--- src/rtl/sg_dma_seq.sv ---
module sg_dma_seq #(
  parameter int DW = 32,
  parameter int BW = 16,
  parameter int IW = 16
) (
  input  logic          clk,
  input  logic          rst_n,
  input  logic          cfg_we,
  input  logic [4:0]    cfg_addr,
  input  logic [DW-1:0] cfg_wdata,
  output logic          mem_req,
  output logic [DW-1:0] mem_addr,
  input  logic [DW-1:0] mem_rdata,
  output logic          dch_start,
  output logic          dch_busy,
  output logic [DW-1:0] dch_raddr,
  output logic [DW-1:0] dch_waddr,
  output logic [DW-1:0] dch_count,
  output logic [DW-1:0] dch_ctrl,
  output logic          seq_busy,
  output logic          seq_done,
  output logic [BW-1:0] blk_count,
  output logic [3:0]    idle_gap
);
  localparam logic [4:0] A_BASE = 5'd16;
  localparam logic [4:0] A_LEN  = 5'd17;
  localparam logic [4:0] A_MODE = 5'd18;
  localparam logic [4:0] A_GO   = 5'd19;
  localparam logic [4:0] A_SEQ  = 5'd11;
  localparam logic [1:0] F_RD = 2'd0, F_WR = 2'd1, F_CNT = 2'd2, F_CTL = 2'd3;

  typedef enum logic [1:0] {C_IDLE, C_FETCH, C_LOAD} cst_t;

  cst_t          cst;
  logic [DW-1:0] raddr_q, waddr_q, cnt_q, ctl_q, rem_q, base_q;
  logic [IW-1:0] len_q, idx_q;
  logic          loop_q, busy_q, start_q, done_q;
  logic [BW-1:0] blk_q;
  logic [1:0]    fld;

  wire           loading = (cst == C_LOAD);
  wire  [4:0]    w_addr  = loading ? A_SEQ : cfg_addr;
  wire  [DW-1:0] w_data  = loading ? mem_rdata : cfg_wdata;
  wire  [DW-1:0] w_align = {w_data[DW-1:2], 2'b00};
  wire           w_dch   = (loading | cfg_we) & ~w_addr[4] & ~busy_q;
  wire           w_trig  = w_dch & (w_addr[1:0] == 2'd3);
  wire           launch  = w_trig & (w_data != '0);
  wire           sw_ctl  = cfg_we & ~loading & cfg_addr[4];
  wire           go      = sw_ctl & (cfg_addr == A_GO) & (cst == C_IDLE) & ~busy_q;
  wire           fin     = busy_q & (rem_q <= DW'(1));
  wire  [IW:0]   idx_inc = {1'b0, idx_q} + 1'b1;
  wire           wrap    = loop_q & (idx_inc >= {1'b0, len_q});
  wire  [DW-1:0] new_cnt = (fld == F_CNT) ? w_data : cnt_q;

  always_comb begin
    case (w_addr[3:0])
      4'd0:  fld = F_RD;
      4'd1:  fld = F_WR;
      4'd2:  fld = F_CNT;
      4'd3:  fld = F_CTL;
      4'd4:  fld = F_CTL;
      4'd5:  fld = F_RD;
      4'd6:  fld = F_WR;
      4'd7:  fld = F_CNT;
      4'd8:  fld = F_CTL;
      4'd9:  fld = F_CNT;
      4'd10: fld = F_RD;
      4'd11: fld = F_WR;
      4'd12: fld = F_CTL;
      4'd13: fld = F_WR;
      4'd14: fld = F_CNT;
      default: fld = F_RD;
    endcase
  end

  always_ff @(posedge clk) begin
    if (!rst_n) begin
      raddr_q <= '0;
      waddr_q <= '0;
      cnt_q   <= '0;
      ctl_q   <= '0;
      rem_q   <= '0;
      busy_q  <= 1'b0;
      start_q <= 1'b0;
      blk_q   <= '0;
    end else begin
      if (w_dch) begin
        case (fld)
          F_RD:    raddr_q <= w_align;
          F_WR:    waddr_q <= w_align;
          F_CNT:   cnt_q   <= w_data;
          default: ctl_q   <= w_data;
        endcase
      end
      start_q <= launch;
      if (launch) begin
        busy_q <= 1'b1;
        rem_q  <= new_cnt;
      end else if (fin) begin
        busy_q <= 1'b0;
        blk_q  <= blk_q + 1'b1;
      end else if (busy_q) begin
        rem_q  <= rem_q - 1'b1;
      end
    end
  end

  always_ff @(posedge clk) begin
    if (!rst_n) begin
      cst    <= C_IDLE;
      base_q <= '0;
      len_q  <= '0;
      idx_q  <= '0;
      loop_q <= 1'b0;
      done_q <= 1'b0;
    end else begin
      if (sw_ctl && cfg_addr == A_BASE) base_q <= {cfg_wdata[DW-1:2], 2'b00};
      if (sw_ctl && cfg_addr == A_LEN)  len_q  <= cfg_wdata[IW-1:0];
      if (sw_ctl && cfg_addr == A_MODE) loop_q <= cfg_wdata[0];
      case (cst)
        C_IDLE: begin
          if (go) begin
            cst    <= C_FETCH;
            idx_q  <= '0;
            done_q <= 1'b0;
          end else if (fin && ctl_q[0]) begin
            cst <= C_FETCH;
          end
        end
        C_FETCH: begin
          cst   <= C_LOAD;
          idx_q <= wrap ? '0 : idx_inc[IW-1:0];
        end
        default: begin
          cst <= C_IDLE;
          if (mem_rdata == '0) done_q <= 1'b1;
        end
      endcase
    end
  end

  assign mem_req   = (cst == C_FETCH);
  assign mem_addr  = base_q + (DW'(idx_q) << 2);
  assign dch_start = start_q;
  assign dch_busy  = busy_q;
  assign dch_raddr = raddr_q;
  assign dch_waddr = waddr_q;
  assign dch_count = cnt_q;
  assign dch_ctrl  = ctl_q;
  assign seq_busy  = (cst != C_IDLE) | busy_q;
  assign seq_done  = done_q;
  assign blk_count = blk_q;
  assign idle_gap  = 4'd2;
endmodule

--- config.mk ---
export PLATFORM = sky130hd
export DESIGN_NAME = sg_dma_seq
export DESIGN_NICKNAME = d
export VERILOG_FILES = /design/src/rtl/sg_dma_seq.sv
export SDC_FILE = /design/constraint.sdc
export NUM_CORES = 1
export LEC_CHECK = 0
export BUFFER_PORTS_ARGS = -buffer_cell sky130_fd_sc_hd__clkbuf_2
export CAP_MARGIN = 20
export CORE_MARGIN = 3
export CORE_UTILIZATION = 55
export DETAILED_ROUTE_END_ITERATION = 16
export GPL_TIMING_DRIVEN = 0
export PLACE_DENSITY = 0.81
export SLEW_MARGIN = 20
export SYNTH_ARGS = -nofsm -noshare
export SYNTH_HDL_FRONTEND = slang
export SYNTH_SLANG_ARGS = --single-unit
--- constraint.sdc ---
create_clock -name clk -period 3.6 [get_ports clk]
set_input_delay 0.9 -clock clk [delete_from_list [all_inputs] [get_ports clk]]
set_output_delay 0.9 -clock clk [all_outputs]
set_load 0.05 [all_outputs]
==> flow_summary.toml, run 1 <==
[clock_tree]
cts_root_buffer = "clkbuf_16"
clkTransAtPathRegs_ps = 60
cts_tree = "yes"
cts_max_path_buffers = 3
numCtsBuffers = 24
cts-htree-levels = 1
clock_latency_ps = 530
cts_sinks = 240

[grt]
first_global_vias = 11600
grt_max_degree = 15
grt_antenna_before_repair = 0
grt_pass1_wl_um = 64900
grt_overflow = 0
grt_use_total_pct = 34.6

[hold_path]
hp-class = "register to register"
min_from = "len_q[2]$_SDFFE_PN0P_"
holdPathEnd = "len_q[2]$_SDFFE_PN0P_"
hold_depth = 2

[floorplan]
fp.dieH_um = 152
die_area_um2 = 23100
core_region_area_um2 = 20600
initial_core_util_pct = 57.0
ios = 257
die_w_um = 152
rows = 52

[sta]
hold_ws_ps = 462
max_freq_mhz = 257
period_needed_ps = 3890
rsz0062_at_grt = "yes"
skew_ps = 15.0
worstMarginPinSlew_ps = 1200
period_share_pct = 108
setup_viol = 19
slew_violations = 0
hold_viol = 0
setup_slack_ps = -288
max_slew_margin_pct = 17.7

[setup_path]
reg2reg_to = "idx_q[15]$_SDFFE_PN0P_"
worstPathArrival_ps = 2990
crit_path_top_delay_cell = "dfxtp_2"
r2r_cells = 13
crit_path_end_kind = "output pin"
crit_top_cell = "buf_6"
critPathMaxFanout = 6
start_kind = "register"
r2r_start = "idx_q[2]$_SDFFE_PN0P_"
cp_cell_sequence = "ha_4 -> inv_2 -> fa_2 -> nand2b_4 -> a21oi_4 -> o21ba_4 -> a41o_4 -> a211oi_4 -> buf_6 -> buf_4 -> nor2_4 -> xor2_2 -> buf_6"
slowest_delay_ps = 360
path_class = "register to output pin"
rrSetupSlack_ps = 170
cp.required_ps = 2700

[synth]
ys.flop_type = "dfxtp_1"
yosysSeqAreaShare_pct = 41.0
syn_area_um2 = 11700
ys_async_sr_fraction_pct = 0
synthDistinctLibCells = 72
ys_ff_latch = 240
netlist_instances = 1423
yosys_warnings = 0
avgSynthCellArea_um2 = 8.23
synth-edff-count = 0

[detailed_routing]
drt_pass1_iterations = 7
avgRoutedWirePerCell_um = 21.9
ant_nets = 0
routed_wl_um = 44200
drt_iter0_drc = 1485
avgViaCountPerCell = 6.30
drc_errors = 0
via_count = 12700

[placement]
placedCellCount = 1944
hpwl_um = 31300
globalplace.congestion = 0.998
io_buffers = 243

[outcome]
violations = "setup timing"
status = "finished, violations left"

[power_and_ir_drop]
ir_worst_vdd_mv = 0.339
power_density_nw_per_um2 = 430
power.leakage_nw = 5.87

[finish]
fillers = 1549
final_nets = 1837
antenna_cells = 0
drive_gt1_share_pct = 24.5
final_cell_count_no_fill = 2014
area_growth_pct = 27.9

[run]
maxCapViolations = 0
==> placed cells by master (no fill, tap or decap), types with 6 or more instances in the layout <==
| cell type | Yosys | layout |
|---|---|---|
| a211o_1 | 6 | 6 |
| a211oi_1 | 140 | 137 |
| a21o_1 | 9 | 9 |
| a21oi_1 | 112 | 100 |
| a21oi_2 | 0 | 10 |
| a22o_1 | 11 | 11 |
| a31oi_1 | 6 | 6 |
| and3_1 | 10 | 9 |
| buf_2 | 6 | 7 |
| buf_4 | 11 | 35 |
| buf_6 | 0 | 6 |
| buf_8 | 0 | 9 |
| clkbuf_1 | 73 | 78 |
| clkbuf_16 | 0 | 24 |
| clkbuf_2 | 0 | 223 |
| clkbuf_8 | 0 | 9 |
| conb_1 | 2 | 10 |
| dfxtp_1 | 240 | 223 |
| dfxtp_2 | 0 | 8 |
| dfxtp_4 | 0 | 9 |
| ha_1 | 37 | 24 |
| ha_4 | 0 | 8 |
| inv_1 | 41 | 40 |
| mux2i_1 | 38 | 34 |
| nand2_1 | 158 | 157 |
| nand2b_1 | 8 | 6 |
| nand3_1 | 23 | 22 |
| nand4_1 | 19 | 19 |
| nor2_1 | 217 | 212 |
| nor2b_1 | 10 | 10 |
| nor3_1 | 19 | 19 |
| nor4_1 | 23 | 22 |
| o211ai_1 | 7 | 7 |
| o21a_1 | 6 | 6 |
| o21ai_0 | 24 | 17 |
| o21ai_1 | 12 | 16 |
| or3_1 | 17 | 17 |
| xnor2_1 | 33 | 29 |
| xor2_1 | 23 | 18 |
==> state kept, by name (all words and copies together), names as in the netlist, 2 cells and up <==
register / flops
dch_ctrl: 32
cst: 2
blk_count: 16
dch_waddr: 30
base_q: 30
rem_q: 32
idx_q: 16
dch_count: 32
dch_raddr: 30
len_q: 16
==> stage by stage <==
| stage | power [mW] | instance area (µm²) | util (%) | TNS (ps) | setup slack [ps] |
|---|---|---|---|---|---|
| after detailed placement | 3.88 | 13300 | 64.9 | -25020 | -508 |
| after global routing | 6.61 | 15000 | 72.8 | -5250 | -370 |
| after global placement | 3.86 | 13300 | 64.8 | -19190 | -488 |
| after CTS | 6.38 | 14700 | 71.4 | -3350 | -297 |
| after floorplan | 3.55 | 11800 | - | -637 | -200 |
| final | 6.44 | 15000 | 72.8 | -3700 | -288 |
==> layer usage <==
| layer | share of wire, % | global-route usage (%) |
|---|---|---|
| met5 | 0 | 0 |
| met4 | 4.5 | 12.1 |
| met3 | 11 | 6.06 |
| met2 | 46 | 56.8 |
| met1 | 39 | 46.0 |
==> what timing repair did <==
item	4_1_cts	5_1_grt
setup buffers	11	17
cloned	0	0
pin swaps	29	25
resized for setup	110	54
endpoints found under the setup margin	34	73
hold buffers	0	0
hold endpoints to repair	0	0
==> where the power goes <==
part	switching, mW	total, mW	internal [mW]
registers	0.0739	2.81	2.74
logic	0.779	1.04	0.264
clock network	1.10	2.59	1.49
total	1.95	6.44	4.50
==> critical path: cells and delay by family, from the launching register on <==
| family | cells | cell delay [ps] |
|---|---|---|
| xor gates and xnor gates | 1 | 180 |
| AOI/OAI and AO/OA | 4 | 640 |
| and+or+nand+nor | 2 | 280 |
| adders and majority gates | 2 | 500 |
| DFF | 1 | 360 |
| buffers and inverters | 4 | 510 |
==> Yosys cell counts, drive strengths merged, types with 9 or more instances <==
cell type	number	area [µm²]
dfxtp	240	4800
nor2	217	815
nand2	158	593
a211oi	140	1050
a21oi	112	561
clkbuf	73	274
inv	42	158
mux2i	38	380
ha	37	463
o21ai	36	180
xnor2	33	289
nor4	26	181
nand3	24	125
nor3	24	151
xor2	23	201
buf	21	128
nand4	20	140
or3	17	106
a22o	11	96.3
and3	10	62.6
nor2b	10	62.6
a21o	9	67.6
==> logic make-up after synthesis <==
logic type	count (synthesis)	share of synthesized area, %
AOI/OAI and AO/OA	372	21.2
muxes	39	3.34
DFF	240	41.0
adders and majority gates	38	4.12
and+or+nand+nor	540	21.3
buffers and inverters	136	4.77
xor gates and xnor gates	56	4.19
other	2	0.0641
==> cell type report <==
| cell class | instances | area, µm² | area share (%) |
|---|---|---|---|
| Inverter | 42 | 158 | 1.05 |
| Sequential cell | 240 | 4850 | 32.4 |
| Clock inverter | 10 | 141 | 0.944 |
| Timing Repair Buffer | 270 | 1600 | 10.7 |
| Buffer | 94 | 407 | 2.72 |
| Multi-Input combinational cell | 1055 | 6830 | 45.6 |
| Clock buffer | 33 | 654 | 4.37 |
| Tap cell | 270 | 338 | 2.26 |
==> worst max path at each step <==
stage                           startpoint                      to  depth (start not counted)
floorplan            idx_q[0]$_SDFFE_PN0P_            mem_addr[28]                         10
global placement             mem_rdata[22]  rem_q[30]$_SDFFE_PN0P_                          9
detailed placement           mem_rdata[22]  rem_q[13]$_SDFFE_PN0P_                          9
CTS                  idx_q[0]$_SDFFE_PN0P_            mem_addr[30]                         11
global route         idx_q[0]$_SDFFE_PN0P_            mem_addr[22]                         12
finish              base_q[2]$_SDFFE_PN0P_            mem_addr[24]                         13
Power figures use the tool's default switching activity.
==> run 2: changes to the inputs <==
==> constraint.sdc (replaced) <==
create_clock -name clk -period 3.6 [get_ports clk]
set_input_delay 0.9 -clock clk [delete_from_list [all_inputs] [get_ports clk]]
set_output_delay 0.9 -clock clk [all_outputs]
set_load 0.005 [all_outputs]
==> flow_summary.toml, run 2 (synthesized netlist as in run 1, its figures left out) <==
[sta]
max_freq_mhz = 264
setup_slack_ps = -192
slew_violations = 0
hold_viol = 0
period_needed_ps = 3790
worstMarginPinSlew_ps = 1280
setup_viol = 15
period_share_pct = 105
timing.setup.tns_ps = -1310
max_slew_margin_pct = 12.3
rsz0062_at_grt = "yes"
skew_ps = 10.2

[detailed_routing]
avgViaCountPerCell = 6.20
drc_errors = 0
drt_iter0_drc = 1368
routed_wl_um = 43600
ant_nets = 0
drt_pass1_iterations = 6
via_count = 12500
avgRoutedWirePerCell_um = 21.6

[floorplan]
die_area_um2 = 23100
fp.dieH_um = 152
core_region_area_um2 = 20600
initial_core_util_pct = 57.0
die_w_um = 152
rows = 52
ios = 257

[power_and_ir_drop]
ir_worst_vdd_mv = 0.344
power_density_nw_per_um2 = 427
power.leakage_nw = 5.87

[clock_tree]
cts_max_path_buffers = 3
cts_root_buffer = "clkbuf_16"
cts-htree-levels = 1
cts_sinks = 240
clkTransAtPathRegs_ps = 60
numCtsBuffers = 25
clock_latency_ps = 530
cts_tree = "yes"

[setup_path]
slowest_delay_ps = 360
critPathMaxFanout = 5
crit_path_top_delay_cell = "dfxtp_4"
cp.required_ps = 2700
start_kind = "register"
crit_path_end_kind = "output pin"
path_class = "register to output pin"
cp_cell_sequence = "ha_4 -> inv_2 -> fa_2 -> nand2b_4 -> a21oi_4 -> o21ba_4 -> a41o_1 -> a211oi_4 -> buf_6 -> nand3b_1 -> xnor2_1 -> buf_2"
worstPathArrival_ps = 2890

[finish]
area_growth_pct = 26.4
drive_gt1_share_pct = 23.8
antenna_cells = 0
final_nets = 1843
mostFrequentLayoutCells = "230 x clkbuf_2, 224 x dfxtp_1, 213 x nor2_1, 157 x nand2_1, 137 x a211oi_1"
final_common_cell = "clkbuf_2"
final_cell_count_no_fill = 2022

[grt]
grt_overflow = 0
first_global_vias = 11500
grt_antenna_before_repair = 0
grt_use_total_pct = 34.5
grt_max_degree = 14
grt_pass1_wl_um = 64900

[placement]
placedCellCount = 1945
io_buffers = 243
hpwl_um = 31500
globalplace.congestion = 0.994
dp_worst_setup_slack_ps = -377

[outcome]
status = "finished, violations left"
violations = "setup timing"

[hold_path]
hp-class = "register to register"

[run]
maxCapViolations = 0
-- run 2: cell types whose count changed in the layout (fill, tap and decap cells not counted), moves of 3 or more --
| cell | previous run | this run |
|---|---|---|
| mux2i_2 | 4 | 0 |
| mux2i_1 | 34 | 38 |
| buf_6 | 6 | 2 |
| xor2_1 | 18 | 23 |
| clkinv_2 | 4 | 1 |
| buf_4 | 35 | 41 |
| buf_8 | 9 | 0 |
| o21ai_0 | 17 | 20 |
| clkbuf_2 | 223 | 230 |
| xnor2_1 | 29 | 32 |
| xor2_2 | 5 | 0 |
| buf_2 | 7 | 20 |
-- run 2: worst paths after layout --
check	startpoint	slack [ps]	end	depth (start not counted)
worst min-delay path	len_q[8]$_SDFFE_PN0P_	460	len_q[8]$_SDFFE_PN0P_	2
worst max register to register	idx_q[0]$_SDFFE_PN0P_	170	idx_q[10]$_SDFFE_PN0P_	15
worst max-delay path	idx_q[0]$_SDFFE_PN0P_	-190	mem_addr[22]	12
worst min register to register	len_q[8]$_SDFFE_PN0P_	460	len_q[8]$_SDFFE_PN0P_	2
-- run 2: critical path: cells and delay by family, from the launching register on --
kind            cells  cell delay, ps
compound gates      4             670
flops               1             360
buf+inv             3             330
simple gates        2             320
fa+ha+maj           2             480
xor+xnor            1             190
-- run 2: power breakdown --
part	switching, mW	total [mW]	internal [mW]	leakage, nW
registers	0.0727	2.81	2.74	1.95
clock network	1.09	2.73	1.64	0.428
logic	0.530	0.791	0.260	3.49
total	1.69	6.33	4.64	5.87
-- run 2: per-layer routing --
metal / track usage, % / part of all wire, % / vias to the layer above
met3: 6.57 / 9.9 / 171
li1: - / - / 5686
met5: 0 / 0 / -
met4: 12.1 / 4.8 / 0
met1: 45.5 / 39 / 5920
met2: 56.8 / 46 / 765
-- run 2: final cells by class --
| cell class | count | area (µm²) |
|---|---|---|
| Buffer | 93 | 399 |
| Clock buffer | 40 | 782 |
| Fill cell | 1570 | 5750 |
| Timing Repair Buffer | 276 | 1480 |
| Tap cell | 270 | 338 |
| Clock inverter | 6 | 100 |
| Multi-Input combinational cell | 1055 | 6700 |
| Inverter | 42 | 158 |
| Sequential cell | 240 | 4850 |
-- run 2: timing repair --
action | 4_1_cts | 5_1_grt
hold buffers | 0 | 0
pin swaps | 18 | 25
setup buffers | 16 | 17
endpoints found under the hold margin | 0 | 0
cloned | 0 | 0
setup endpoints to repair | 30 | 46
gates resized for setup | 69 | 39
-- run 2: per-stage QoR --
| stage | area [µm²] | hold slack [ps] | total power, mW | util, % |
|---|---|---|---|---|
| after floorplan | 11700 | 436 | 3.30 | - |
| after global placement | 13300 | 443 | 3.62 | 64.7 |
| after detailed placement | 13300 | 449 | 3.63 | 64.7 |
| after CTS | 14600 | 457 | 6.30 | 71.0 |
| after global routing | 14800 | 476 | 6.50 | 72.0 |
| final | 14800 | 457 | 6.33 | 72.0 |
